`src/rtl/tvu_pkg.sv`:
```
// Shared constants for the trap vector dispatch unit.
// Assumes the standard machine interrupt bit positions for cause codes.
package tvu_pkg;
    typedef enum logic [2:0] {
        SEL_TVEC  = 3'd0,
        SEL_CAUSE = 3'd1,
        SEL_EPC   = 3'd2,
        SEL_IE    = 3'd3,
        SEL_IP    = 3'd4
    } csr_sel_e;

    localparam int unsigned CODE_SSW = 1;
    localparam int unsigned CODE_MSW = 3;
    localparam int unsigned CODE_TMR = 7;
    localparam int unsigned CODE_EXT = 11;
endpackage

```
`src/rtl/tvu_irq_pick.sv`:
```
// Fixed-priority interrupt selector.
// Takes the enabled-and-pending vector; reports whether any is set and the
// winning cause code. Assumes only the four machine-level bits can be set.
module tvu_irq_pick #(
    parameter int XLEN   = 32,
    parameter int CODE_W = 5
) (
    input  logic [XLEN-1:0]   pend,
    output logic              hit,
    output logic [CODE_W-1:0] code
);
    import tvu_pkg::*;

    // Purpose: pick the highest-priority source (ext > msw > ssw > timer).
    always_comb begin
        hit  = |pend;
        code = '0;
        if (pend[CODE_EXT])      code = CODE_W'(CODE_EXT);
        else if (pend[CODE_MSW]) code = CODE_W'(CODE_MSW);
        else if (pend[CODE_SSW]) code = CODE_W'(CODE_SSW);
        else if (pend[CODE_TMR]) code = CODE_W'(CODE_TMR);
    end
endmodule

```
`src/rtl/tvu_target.sv`:
```
// Handler address calculator.
// Direct style or exception: base. Vectored style interrupt: base + 4*code.
// Assumes the vector register keeps the style flag in bit 0.
module tvu_target #(
    parameter int XLEN   = 32,
    parameter int CODE_W = 5
) (
    input  logic [XLEN-1:0]   tvec,
    input  logic              is_irq,
    input  logic [CODE_W-1:0] code,
    output logic [XLEN-1:0]   target
);
    logic [XLEN-1:0] base;
    logic [XLEN-1:0] offset;

    // Purpose: form the aligned base and the optional per-cause offset.
    always_comb begin
        base   = {tvec[XLEN-1:2], 2'b00};
        offset = (is_irq && tvec[0]) ? (XLEN'(code) << 2) : '0;
        target = base + offset;
    end
endmodule

```
`src/rtl/trap_vector_unit.sv`:
```
// Machine trap vector dispatch unit (top).
// Holds the vector, cause, saved-PC, enable and software-pending state,
// decides trap entry and return, and presents the fetch redirect.
// Assumes one trap-decision point per cycle and a synchronous active-low reset.
module trap_vector_unit #(
    parameter int              XLEN      = 32,
    parameter int              CODE_W    = 5,
    parameter logic [XLEN-1:0] RESET_VEC = 32'h0000_1000
) (
    input  logic              clk,
    input  logic              rst_n,
    input  logic [XLEN-1:0]   cur_pc,
    input  logic              exc_req,
    input  logic [CODE_W-1:0] exc_code,
    input  logic              irq_msw_i,
    input  logic              irq_tmr_i,
    input  logic              irq_ext_i,
    input  logic              glb_irq_en,
    input  logic              mret_req,
    input  logic              csr_we,
    input  logic [2:0]        csr_sel,
    input  logic [XLEN-1:0]   csr_wdata,
    output logic [XLEN-1:0]   csr_rdata,
    output logic              trap_taken,
    output logic              redirect_valid,
    output logic [XLEN-1:0]   redirect_pc
);
    import tvu_pkg::*;

    localparam logic [XLEN-1:0] IE_MASK =
        (XLEN'(1) << CODE_SSW) | (XLEN'(1) << CODE_MSW) |
        (XLEN'(1) << CODE_TMR) | (XLEN'(1) << CODE_EXT);

    logic [XLEN-1:0]   tvec_q;
    logic [XLEN-1:0]   cause_q;
    logic [XLEN-1:0]   epc_q;
    logic [XLEN-1:0]   ie_q;
    logic              ssip_q;
    logic              inten_q;
    logic              boot_q;

    logic [XLEN-1:0]   ip_rd;
    logic              irq_hit;
    logic [CODE_W-1:0] irq_code;
    logic              irq_fire;
    logic              is_irq;
    logic [CODE_W-1:0] trap_code;
    logic [XLEN-1:0]   target;
    logic [XLEN-1:0]   cause_d;
    logic              wr_tvec, wr_cause, wr_epc, wr_ie, wr_ip;

    // Purpose: assemble the pending view from the lines and the soft bit.
    always_comb begin
        ip_rd           = '0;
        ip_rd[CODE_SSW] = ssip_q;
        ip_rd[CODE_MSW] = irq_msw_i;
        ip_rd[CODE_TMR] = irq_tmr_i;
        ip_rd[CODE_EXT] = irq_ext_i;
    end

    tvu_irq_pick #(.XLEN(XLEN), .CODE_W(CODE_W)) pick_i (
        .pend (ip_rd & ie_q),
        .hit  (irq_hit),
        .code (irq_code)
    );

    // Purpose: trap decision, exception over interrupt.
    always_comb begin
        irq_fire   = glb_irq_en && inten_q && irq_hit;
        trap_taken = exc_req || irq_fire;
        is_irq     = !exc_req && irq_fire;
        trap_code  = exc_req ? exc_code : irq_code;
        cause_d             = '0;
        cause_d[XLEN-1]     = is_irq;
        cause_d[CODE_W-1:0] = trap_code;
    end

    tvu_target #(.XLEN(XLEN), .CODE_W(CODE_W)) tgt_i (
        .tvec   (tvec_q),
        .is_irq (is_irq),
        .code   (trap_code),
        .target (target)
    );

    // Purpose: redirect selection, trap over return over boot.
    always_comb begin
        redirect_valid = boot_q || trap_taken || mret_req;
        if (trap_taken)    redirect_pc = target;
        else if (mret_req) redirect_pc = epc_q;
        else               redirect_pc = RESET_VEC;
    end

    // Purpose: decode CSR write strobes.
    always_comb begin
        wr_tvec  = csr_we && (csr_sel == SEL_TVEC);
        wr_cause = csr_we && (csr_sel == SEL_CAUSE);
        wr_epc   = csr_we && (csr_sel == SEL_EPC);
        wr_ie    = csr_we && (csr_sel == SEL_IE);
        wr_ip    = csr_we && (csr_sel == SEL_IP);
    end

    // Purpose: CSR read multiplexer.
    always_comb begin
        case (csr_sel)
            SEL_TVEC:  csr_rdata = tvec_q;
            SEL_CAUSE: csr_rdata = cause_q;
            SEL_EPC:   csr_rdata = epc_q;
            SEL_IE:    csr_rdata = ie_q;
            SEL_IP:    csr_rdata = ip_rd;
            default:   csr_rdata = '0;
        endcase
    end

    // Purpose: vector register, bit 1 forced to zero.
    always_ff @(posedge clk) begin
        if (!rst_n)       tvec_q <= '0;
        else if (wr_tvec) tvec_q <= {csr_wdata[XLEN-1:2], 1'b0, csr_wdata[0]};
    end

    // Purpose: cause and saved PC, trap entry overrides CSR writes.
    always_ff @(posedge clk) begin
        if (!rst_n) begin
            cause_q <= '0;
            epc_q   <= '0;
        end else if (trap_taken) begin
            cause_q <= cause_d;
            epc_q   <= cur_pc;
        end else begin
            if (wr_cause) cause_q <= csr_wdata;
            if (wr_epc)   epc_q   <= csr_wdata;
        end
    end

    // Purpose: enable mask and the supervisor software pending bit.
    always_ff @(posedge clk) begin
        if (!rst_n) begin
            ie_q   <= '0;
            ssip_q <= 1'b0;
        end else begin
            if (wr_ie) ie_q   <= csr_wdata & IE_MASK;
            if (wr_ip) ssip_q <= csr_wdata[CODE_SSW];
        end
    end

    // Purpose: acceptance gate and boot-fetch flag.
    always_ff @(posedge clk) begin
        if (!rst_n) begin
            inten_q <= 1'b1;
            boot_q  <= 1'b1;
        end else begin
            boot_q <= 1'b0;
            if (trap_taken)    inten_q <= 1'b0;
            else if (mret_req) inten_q <= 1'b1;
        end
    end
endmodule

```
`config.mk`:
```
export PLATFORM = sky130hd
export DESIGN_NAME = trap_vector_unit
export DESIGN_NICKNAME = d
export VERILOG_FILES = /design/src/rtl/tvu_pkg.sv /design/src/rtl/tvu_irq_pick.sv /design/src/rtl/tvu_target.sv /design/src/rtl/trap_vector_unit.sv
export SDC_FILE = /design/constraint.sdc
export NUM_CORES = 1
export LEC_CHECK = 0
export BUFFER_PORTS_ARGS = -buffer_cell sky130_fd_sc_hd__buf_2
export CAP_MARGIN = 20
export CORE_ASPECT_RATIO = 1.4
export CORE_MARGIN = 2
export CORE_UTILIZATION = 48
export DETAILED_ROUTE_END_ITERATION = 8
export PLACE_DENSITY = 0.76
export REMOVE_ABC_BUFFERS = 1
export SYNTH_ARGS = -nofsm -noshare
export SYNTH_HDL_FRONTEND = slang
export SYNTH_SLANG_ARGS = --single-unit
```
`constraint.sdc`:
```
create_clock -name clk -period 3.1 [get_ports clk]
set_input_delay 0.62 -clock clk [delete_from_list [all_inputs] [get_ports clk]]
set_output_delay 0.62 -clock clk [all_outputs]
set_load 0.03 [all_outputs]
```
Word-level counts from Yosys, hierarchy flattened --
Cells that the tools add are included.
Operators by class: add/subtract/negate cells 1, equal/unequal tests 4, mux-type cells 16, bitwise operators 2, reductions and logical operators 19
Operator list (number):
- 32-bit 2-to-1 mux | 6
- 32-bit case mux with 5 select lines | 1
- 32-bit by 7-bit adder with 32-bit output | 1
- 32-bit OR reduction | 1
- 5-bit 2-to-1 mux | 4
- 12-bit bitwise AND | 1
- 1-bit logical AND | 9
- 7-bit 2-to-1 mux | 1
- 3-bit by 2-bit == test with 1-bit output, second input constant | 2
- 2-bit nonzero test | 3
- 3-bit by 1-bit == test with 1-bit output, second input constant | 1
- 3-bit == test, second input constant | 1
- 3-bit logical NOT | 1
- 1-bit logical OR | 3
- 1-bit 2-to-1 mux | 3
- 3-bit 2-to-1 mux | 1
- 2-bit OR reduction | 1
- 1-bit logical NOT | 1
- 1-bit inverter | 1
Word-level totals: register bits after elaboration 102, input bits 81, output and inout bits 66, logic and storage cells 50

Logic depth before layout (Yosys ltp) --
Gate-level depths: netlist (run 1).
depth after elaboration 9, depth in mapped cells 12, mapped depth without buffers 11

By module --
A second synthesis (run 1) with hierarchy kept.
Unflattened totals: cell total of the unflattened synthesis 866, area, all modules 6233.5 um^2
Modules (own cells, without submodules):
- trap_vector_unit | times used 1, cells an instance 730, area each 5301.3 um^2, sequential area each 2042.0 um^2
- tvu_target | times used 1, cells an instance 117, area each 824.5 um^2, sequential area each 0.0 um^2
- tvu_irq_pick | times used 1, cells an instance 19, area each 107.6 um^2, sequential area each 0.0 um^2

Least setup slack after synthesis (run 1) --
OpenSTA, ideal clock, no wires.
path kind input to output, start point in irq_msw_i, end point out redirect_pc[8], arrival time 3.067 ns, data required time 2.480 ns, setup slack -0.587 ns, cell stages on the path 11, buffers on the path 1, cells stage by stage a22oi_2 -> a31oi_4 -> nand3_1 -> inv_1 -> ha_1 -> fa_1 -> a21oi_1 -> o22ai_1 -> buf_2 -> xnor2_1 -> o21ai_0
Between the ends: longest elaborated chain between the ends 8, elaborated cells on any way between the ends 12, those cells by class add/sub: 1; mux: 5; bitwise: 1; reduce/logical: 5
Ends and longest elaborated chain:
- start: declaration | line trap_vector_unit.sv:15 | input logic irq_msw_i,
- 12-bit bitwise AND (*) | line trap_vector_unit.sv:62 | .pend (ip_rd & ie_q),
- 32-bit OR reduction | line tvu_irq_pick.sv:16 | hit = |pend;
- 1-bit logical AND | line trap_vector_unit.sv:69 | irq_fire = glb_irq_en && inten_q && irq_hit;
- 1-bit logical AND | line trap_vector_unit.sv:71 | is_irq = !exc_req && irq_fire;
- 1-bit logical AND | line tvu_target.sv:19 | offset = (is_irq && tvec[0]) ? (XLEN'(code) << 2) : '0;
- 7-bit 2-to-1 mux | line tvu_target.sv:19
- 32-bit by 7-bit adder with 32-bit output | line tvu_target.sv:20 | target = base + offset;
- 32-bit 2-to-1 mux (*) | line trap_vector_unit.sv:88 | if (trap_taken) redirect_pc = target;
- end: declaration | line trap_vector_unit.sv:26 | output logic [XLEN-1:0] redirect_pc
Every way passes the cells marked *; elsewhere a longest branch is shown, timed or not.

Worst setup path in the final report (run 1) --
start point reg ie_q[3], end point out redirect_pc[14]
Between the ends: longest elaborated chain between the ends 8, elaborated cells on any way between the ends 12, those cells by class add/sub: 1; mux: 5; bitwise: 1; reduce/logical: 5
Ends and longest elaborated chain:
- start: declaration | line trap_vector_unit.sv:37 | logic [XLEN-1:0] ie_q;
- start signal: assignment | line trap_vector_unit.sv:140 | if (wr_ie) ie_q <= csr_wdata & IE_MASK;
- 12-bit bitwise AND (*) | line trap_vector_unit.sv:62
- 32-bit OR reduction | line tvu_irq_pick.sv:16
- 1-bit logical AND | line trap_vector_unit.sv:69
- 1-bit logical AND | line trap_vector_unit.sv:71
- 1-bit logical AND | line tvu_target.sv:19
- 7-bit 2-to-1 mux | line tvu_target.sv:19
- 32-bit by 7-bit adder with 32-bit output | line tvu_target.sv:20
- 32-bit 2-to-1 mux (*) | line trap_vector_unit.sv:88
Marks and branches as above.

==> results of run 1 <==
worst max-delay path, stage by stage (launching register included):
cell	delay, ns
dfxtp_2	0.34
a22oi_2	0.31
a31oi_4	0.16
nand3_4	0.13
inv_2	0.05
ha_4	0.17
fa_2	0.39
a21oi_2	0.19
o22ai_2	0.11
buf_6	0.16
nand4_1	0.10
xor2_1	0.23
o21ai_1	0.09
buf_4	0.17
cell type report:
| class | count | area [um^2] | area share (%) |
|---|---|---|---|
| clock inverters | 4 | 53.8 | 0.681 |
| clock buffers | 12 | 267 | 3.37 |
| flip-flops and latches | 102 | 2050 | 25.9 |
| multi-input cells | 626 | 3930 | 49.7 |
| repair buffers | 209 | 1380 | 17.5 |
| well taps | 150 | 188 | 2.38 |
| inverters | 9 | 40.0 | 0.507 |
power groups by stage:
stage	Clock (mW)	Sequential (mW)	Combinational, mW
2_1_floorplan	0	1.42	0.276
3_3_place_gp	0	1.43	0.510
3_5_place_dp	0	1.43	0.514
4_1_cts	1.22	1.40	0.541
5_1_grt	1.28	1.41	0.605
6_report	1.21	1.40	0.563
through the flow:
stage / setup TNS (ns) / instance area (um^2) / utilization [%]
detailed placement: -12.68 / 7060 / 57.3
global route: -11.73 / 7900 / 64.2
floorplan: -32.58 / 5680 / -
CTS: -7.24 / 7670 / 62.3
finish: -10.09 / 7900 / 64.2
global placement: -11.40 / 7060 / 57.3
Yosys cell counts, drive strengths merged (3+ instances only):
library cell	count	area (um^2)
and3	9	57.6
nor2	111	424
clkbuf	29	113
a31oi	4	40.0
nor3	4	25.0
nand3	35	175
ha	5	62.6
inv	9	33.8
a211oi	36	270
nand4	9	83.8
nand2	142	533
xor2	19	166
buf	40	234
nor2b	3	21.3
o21ai	22	110
mux2i	68	681
xnor2	6	52.6
o211ai	5	37.5
o22ai	4	25.0
and2	4	25.0
a22oi	5	42.5
dfxtp	102	2040
o2111ai	6	52.6
a21oi	113	566
registers in the layout (all words and copies together) (netlist names):
| signal | cells |
|---|---|
| inten_q | 1 |
| epc_q | 32 |
| boot_q | 1 |
| tvec_q | 31 |
| ssip_q | 1 |
| cause_q | 32 |
| ie_q | 4 |
how the worst max path moves through the flow:
| stage | start | endpoint | depth (start not counted) |
|---|---|---|---|
| 2_1_floorplan | irq_msw_i | redirect_pc[15] | 5 |
| 3_3_place_gp | irq_msw_i | redirect_pc[8] | 13 |
| 3_5_place_dp | irq_msw_i | redirect_pc[8] | 13 |
| 4_1_cts | ie_q[3] | redirect_pc[23] | 13 |
| 5_1_grt | exc_req | redirect_pc[13] | 13 |
| 6_report | ie_q[3] | redirect_pc[14] | 13 |
per-layer routing:
layer	part of all wire (%)	up-vias	global-route usage, %
met5	0	-	0
met4	3.7	0	13.8
met3	5.3	63	3.47
met2	51	272	51.5
met1	40	3061	35.4
li1	-	3102	-
logic make-up (layout without fill, tap and decap cells):
kind of cell	after synthesis	count (layout)	share of synthesized area, %
AOI/OAI and AO/OA	197	197	19.2
xor gates and xnor gates	25	25	3.64
buffers and inverters	78	234	6.32
muxes	70	70	11.7
adders and majority gates	6	6	1.37
other	1	1	0.0623
and+or+nand+nor	327	327	23.8
DFF	102	102	33.9
repair_timing:
item                       4_1_cts  5_1_grt
pin swaps                       29       23
buffers inserted                 3        6
resized for setup               79       37
setup endpoints to repair       28       31
==> metrics, run 1 <==
status=finished, violations left; failing checks=negative setup slack; reg2reg end=epc_q[29]; crit share post-route=116%; dpl ws=-0.564 ns; pin count of the biggest net entering global routing=between 40 and 50; clk sinks=between 100 and 150; row count=48; asr flop ratio synth=0%; Worst R2R Start=ie_q[3]; top_reg_cell synth=dfxtp_1; Cell Pwr Density=403 nW/um^2; I/O Buffers=146; Critical Path Source Type=register; Crit Path Class=register to output pin; Iter 0 DRT Violations=~400; WL per Instance=18.0 um; die area=~13000 um^2; final hold vios=0; vias=approximately 6500; hold wc startpoint=cause_q[29]; Yosys warning count=0; Gate power share=around 18%; Post-Route WL=about 20000 um; GRT overflow=0; Max transition margin=between 50% and 60%; CORE AREA=roughly 12000 um^2; fin nets=around 1000; hold-critical path depth=2; min Tclk post-route=3.59 ns; root buf cell=clkbuf_16; static leakage=roughly 3.2 nW; CTS clock-pin slew for the worst setup and hold paths=roughly 0.070 ns; R2R setup slack=just over 0.9 ns; detailed placement HPWL=between 10000 and 15000 um; vias in the first global route=about 6400; Power Internal=roughly 2.3 mW; sequential fraction of design power=44.1%; RSZ-0062 raised after global routing=true; final setup margin=-0.488 ns; Syn-to-layout area delta=31.2%; worst skew pair latency=roughly 0.35 ns; clock share of power=about two fifths; Hold-fix buffers, CTS=0; Synth Register Bits=between 100 and 150; Max Fclk=between 200 and 300 MHz; Setup Viol. Count Final=28; WHS Endpoint=cause_q[29]; Max Cap Viol=0; CP Capture Type=output pin; NetSw=around 910 uW; global-route wire length before repair=~32000 um; Final Slew Violations=0; sw frac=28.7%; drt pass-1 iters=5; GRT Util Overall=29.2%; I/O pins=approximately 150; TritonCTS Buffers=9; Pwr Total=3.18 mW; Clock Path Buffers=2; Post-Syn Instances=about 810; EDFF count, synth=0; initial core utilization=between 40% and 50%; CP required=about 2.5 ns; crit path DAT=2.97 ns; Max VDD drop=around 0.23 mV; WHS=roughly 0.46 ns; Mapped Area=roughly 6000 um^2; initial antenna violation count=0; Ant. Diodes=0; Worst Tran Pin Value=0.745 ns; via/cell ratio=between 5 and 6; share of layout cells above drive strength 1=30.2%; ANT nets after route=0; sequential area share after synthesis=between 30% and 40%; CTS tree=done; most common cell after layout, fill and taps aside=nand2_1; unique cell type count in the Yosys netlist=between 40 and 50; Reg2Reg Depth=10; final instance count without filler cells=between 1000 and 1500; synthesized area per cell=between 7 and 8 um^2; crit path max fanout=6; Die H=between 100 and 150 um; fillcell total=1069; H-tree lvl count=3; dpl cells=~1100; Die Wd=between 90 and 100 um; Hold/Removal Path Class=register to register; Final GP Congestion=around 0.9; worst clock skew=just under 0.006 ns; DRC viols=0; commonest cells after routing, fill and taps aside=nand2_1, buf_2, a21oi_1, nor2_1, dfxtp_1
Power figures use the tool's default switching activity.
==> run 2: changes to the inputs <==
==> constraint.sdc (replaced) <==
create_clock -name clk -period 3.1 [get_ports clk]
set_input_delay 0.155 -clock clk [delete_from_list [all_inputs] [get_ports clk]]
set_output_delay 0.155 -clock clk [all_outputs]
set_load 0.03 [all_outputs]
==> run 2 against run 1 <==
Effect of this change: the flow still finishes with violations (negative setup slack); non-clock buffer count decreased by 35; maximum frequency increased by 16%; clock skew increased by 0.0050 ns; worst hold slack got worse by 0.41 ns; power decreased by 6.5%; wire length decreased by 2.8%; global-route usage decreased by 2.2 points; first-iteration DRC count decreased by 2.3%; sequential share of layout area increased by 2.0 points; critical path type unchanged.
==> metrics, run 2 (synthesis results as in run 1) <==
pin count of the biggest net entering global routing=109 (was 44); Post-Route WL=19400 um (was 20000 um); worst clock skew=0.0110 ns (was 0.00596 ns); WL per Instance=18.0 um (about the same); global-route wire length before repair=29500 um (was 31700 um); CP Capture Type=output pin (unchanged); row count=48 (unchanged); status=finished, violations left (unchanged); Syn-to-layout area delta=21.7% (was 31.2%); crit share post-route=100% (was 116%); Finished Cell Area=7330 um^2 (was 7900 um^2); failing checks=negative setup slack (unchanged); Ant. Diodes=0 (unchanged); die area=13500 um^2 (unchanged); drt pass-1 iters=7 (was 5); Max transition margin=47.7% (was 50.3%); CTS tree=done (unchanged); static leakage=2.92 nW (was 3.19 nW); Worst Tran Pin Value=0.785 ns (was 0.745 ns); top flop regs=cause_q: 32 flops, epc_q: 32 flops, tvec_q: 31 flops (unchanged); Hold-fix buffers, CTS=0 (unchanged); CORE AREA=12300 um^2 (unchanged); RSZ-0062 raised after global routing=true (unchanged); Cell Pwr Density=406 nW/um^2 (was 403 nW/um^2); Hold/Removal Path Class=input port to register (was register to register); root buf cell=clkbuf_16 (unchanged); final hold vios=0 (unchanged); commonest cells after routing, fill and taps aside=nand2_1, buf_2, a21oi_1, nor2_1, dfxtp_1 (unchanged); vias=6280 (was 6498); Max VDD drop=0.228 mV (was 0.232 mV); Die Wd=98.7 um (unchanged); vias in the first global route=5795 (was 6357); GRT overflow=0 (unchanged); final setup margin=-0.00116 ns (was -0.488 ns); most common cell after layout, fill and taps aside=nand2_1 (unchanged); initial core utilization=48.9% (unchanged); I/O Buffers=146 (unchanged); detailed placement HPWL=12400 um (was 13100 um); Die H=137 um (unchanged); DRC viols=0 (unchanged); Setup Viol. Count Final=1 (was 28); Crit Path Class=register to output pin (unchanged); Iter 0 DRT Violations=390 (was 399); WHS=0.0501 ns (was 0.456 ns); share of layout cells above drive strength 1=24.9% (was 30.2%); TritonCTS Buffers=9 (unchanged); min Tclk post-route=3.10 ns (was 3.59 ns); I/O pins=147 (unchanged); CTS clock-pin slew for the worst setup and hold paths=0.07 ns (about the same); GRT Util Overall=27.1% (was 29.2%); Final Slew Violations=0 (unchanged); worst skew pair latency=0.35 ns (about the same); clk sinks=102 (unchanged); ANT nets after route=0 (unchanged); crit path DAT=2.95 ns (was 2.97 ns); via/cell ratio=5.84 (about the same); Clock Path Buffers=2 (unchanged); fin util=59.5% (was 64.2%); initial antenna violation count=0 (unchanged); Critical Path Source Type=register (unchanged); Post-Place Cell Area=6790 um^2 (was 7060 um^2); Max Cap Viol=0 (unchanged); H-tree lvl count=3 (unchanged); Max Fclk=322 MHz (was 279 MHz); Final GP Congestion=0.865 (was 0.914); setup TNS=-0.00116 ns (was -10.09 ns); fin nets=1009 (was 1044); dpl ws=0.259 ns (was -0.564 ns); CP required=2.94 ns (was 2.48 ns); crit path max fanout=6 (unchanged)
-- run 2: timing repair --
item / CTS / global route
hold endpoints to repair: 0 / 0
cloned: 0 / 2
gates resized for setup: 9 / 41
setup endpoints to repair: 20 / 25
setup buffers: 1 / 4
pin swaps: 2 / 18
-- run 2: final timing paths --
kind,startpoint,to,slack (ns),cells past startpoint
max reg2reg,ie_q[3],cause_q[13],0.98,8
max,ie_q[3],redirect_pc[22],-0.001,13
min,rst_n,inten_q,0.05,2
min reg2reg,cause_q[24],cause_q[24],0.46,2
-- run 2: layout make-up --
cell class / count / area [um^2]
repair buffers: 174 / 1030
inverters: 9 / 33.8
multi-input cells: 626 / 3770
flip-flops and latches: 102 / 2040
fillers: 1183 / 4980
clock buffers: 12 / 246
clock inverters: 3 / 21.3
well taps: 150 / 188
-- run 2: routing by layer --
metal,vias to the layer above,share of wire (%),GRT usage [%]
met1,2948,40,34.3
met5,-,0,0
met2,276,51,47.5
met4,0,2.2,9.74
li1,3024,-,-
met3,32,6.6,3.17
-- run 2: per-stage QoR --
stage                     power, mW  std cells
after global routing           3.08       1076
after detailed placement       1.92       1054
after CTS                      2.97       1070
final                          2.97       1076
after floorplan                1.70        737
after global placement         1.91       1054
-- run 2: critical path, cell delays in order, from the launching register on --
cell      delay (ns)
dfxtp_2         0.34
a22oi_2         0.27
a31oi_4         0.16
nand3_4         0.13
inv_2           0.06
ha_4            0.17
fa_2            0.37
a21oi_2         0.17
o22ai_2         0.11
clkbuf_4        0.22
nand4_1         0.12
xor2_1          0.18
o21ai_1         0.09
buf_2           0.19
-- run 2: report_power, final --
part / switching, mW / total [mW] / internal (mW)
Clock: 0.501 / 1.06 / 0.564
Sequential: 0.0436 / 1.40 / 1.36
Combinational: 0.331 / 0.506 / 0.175
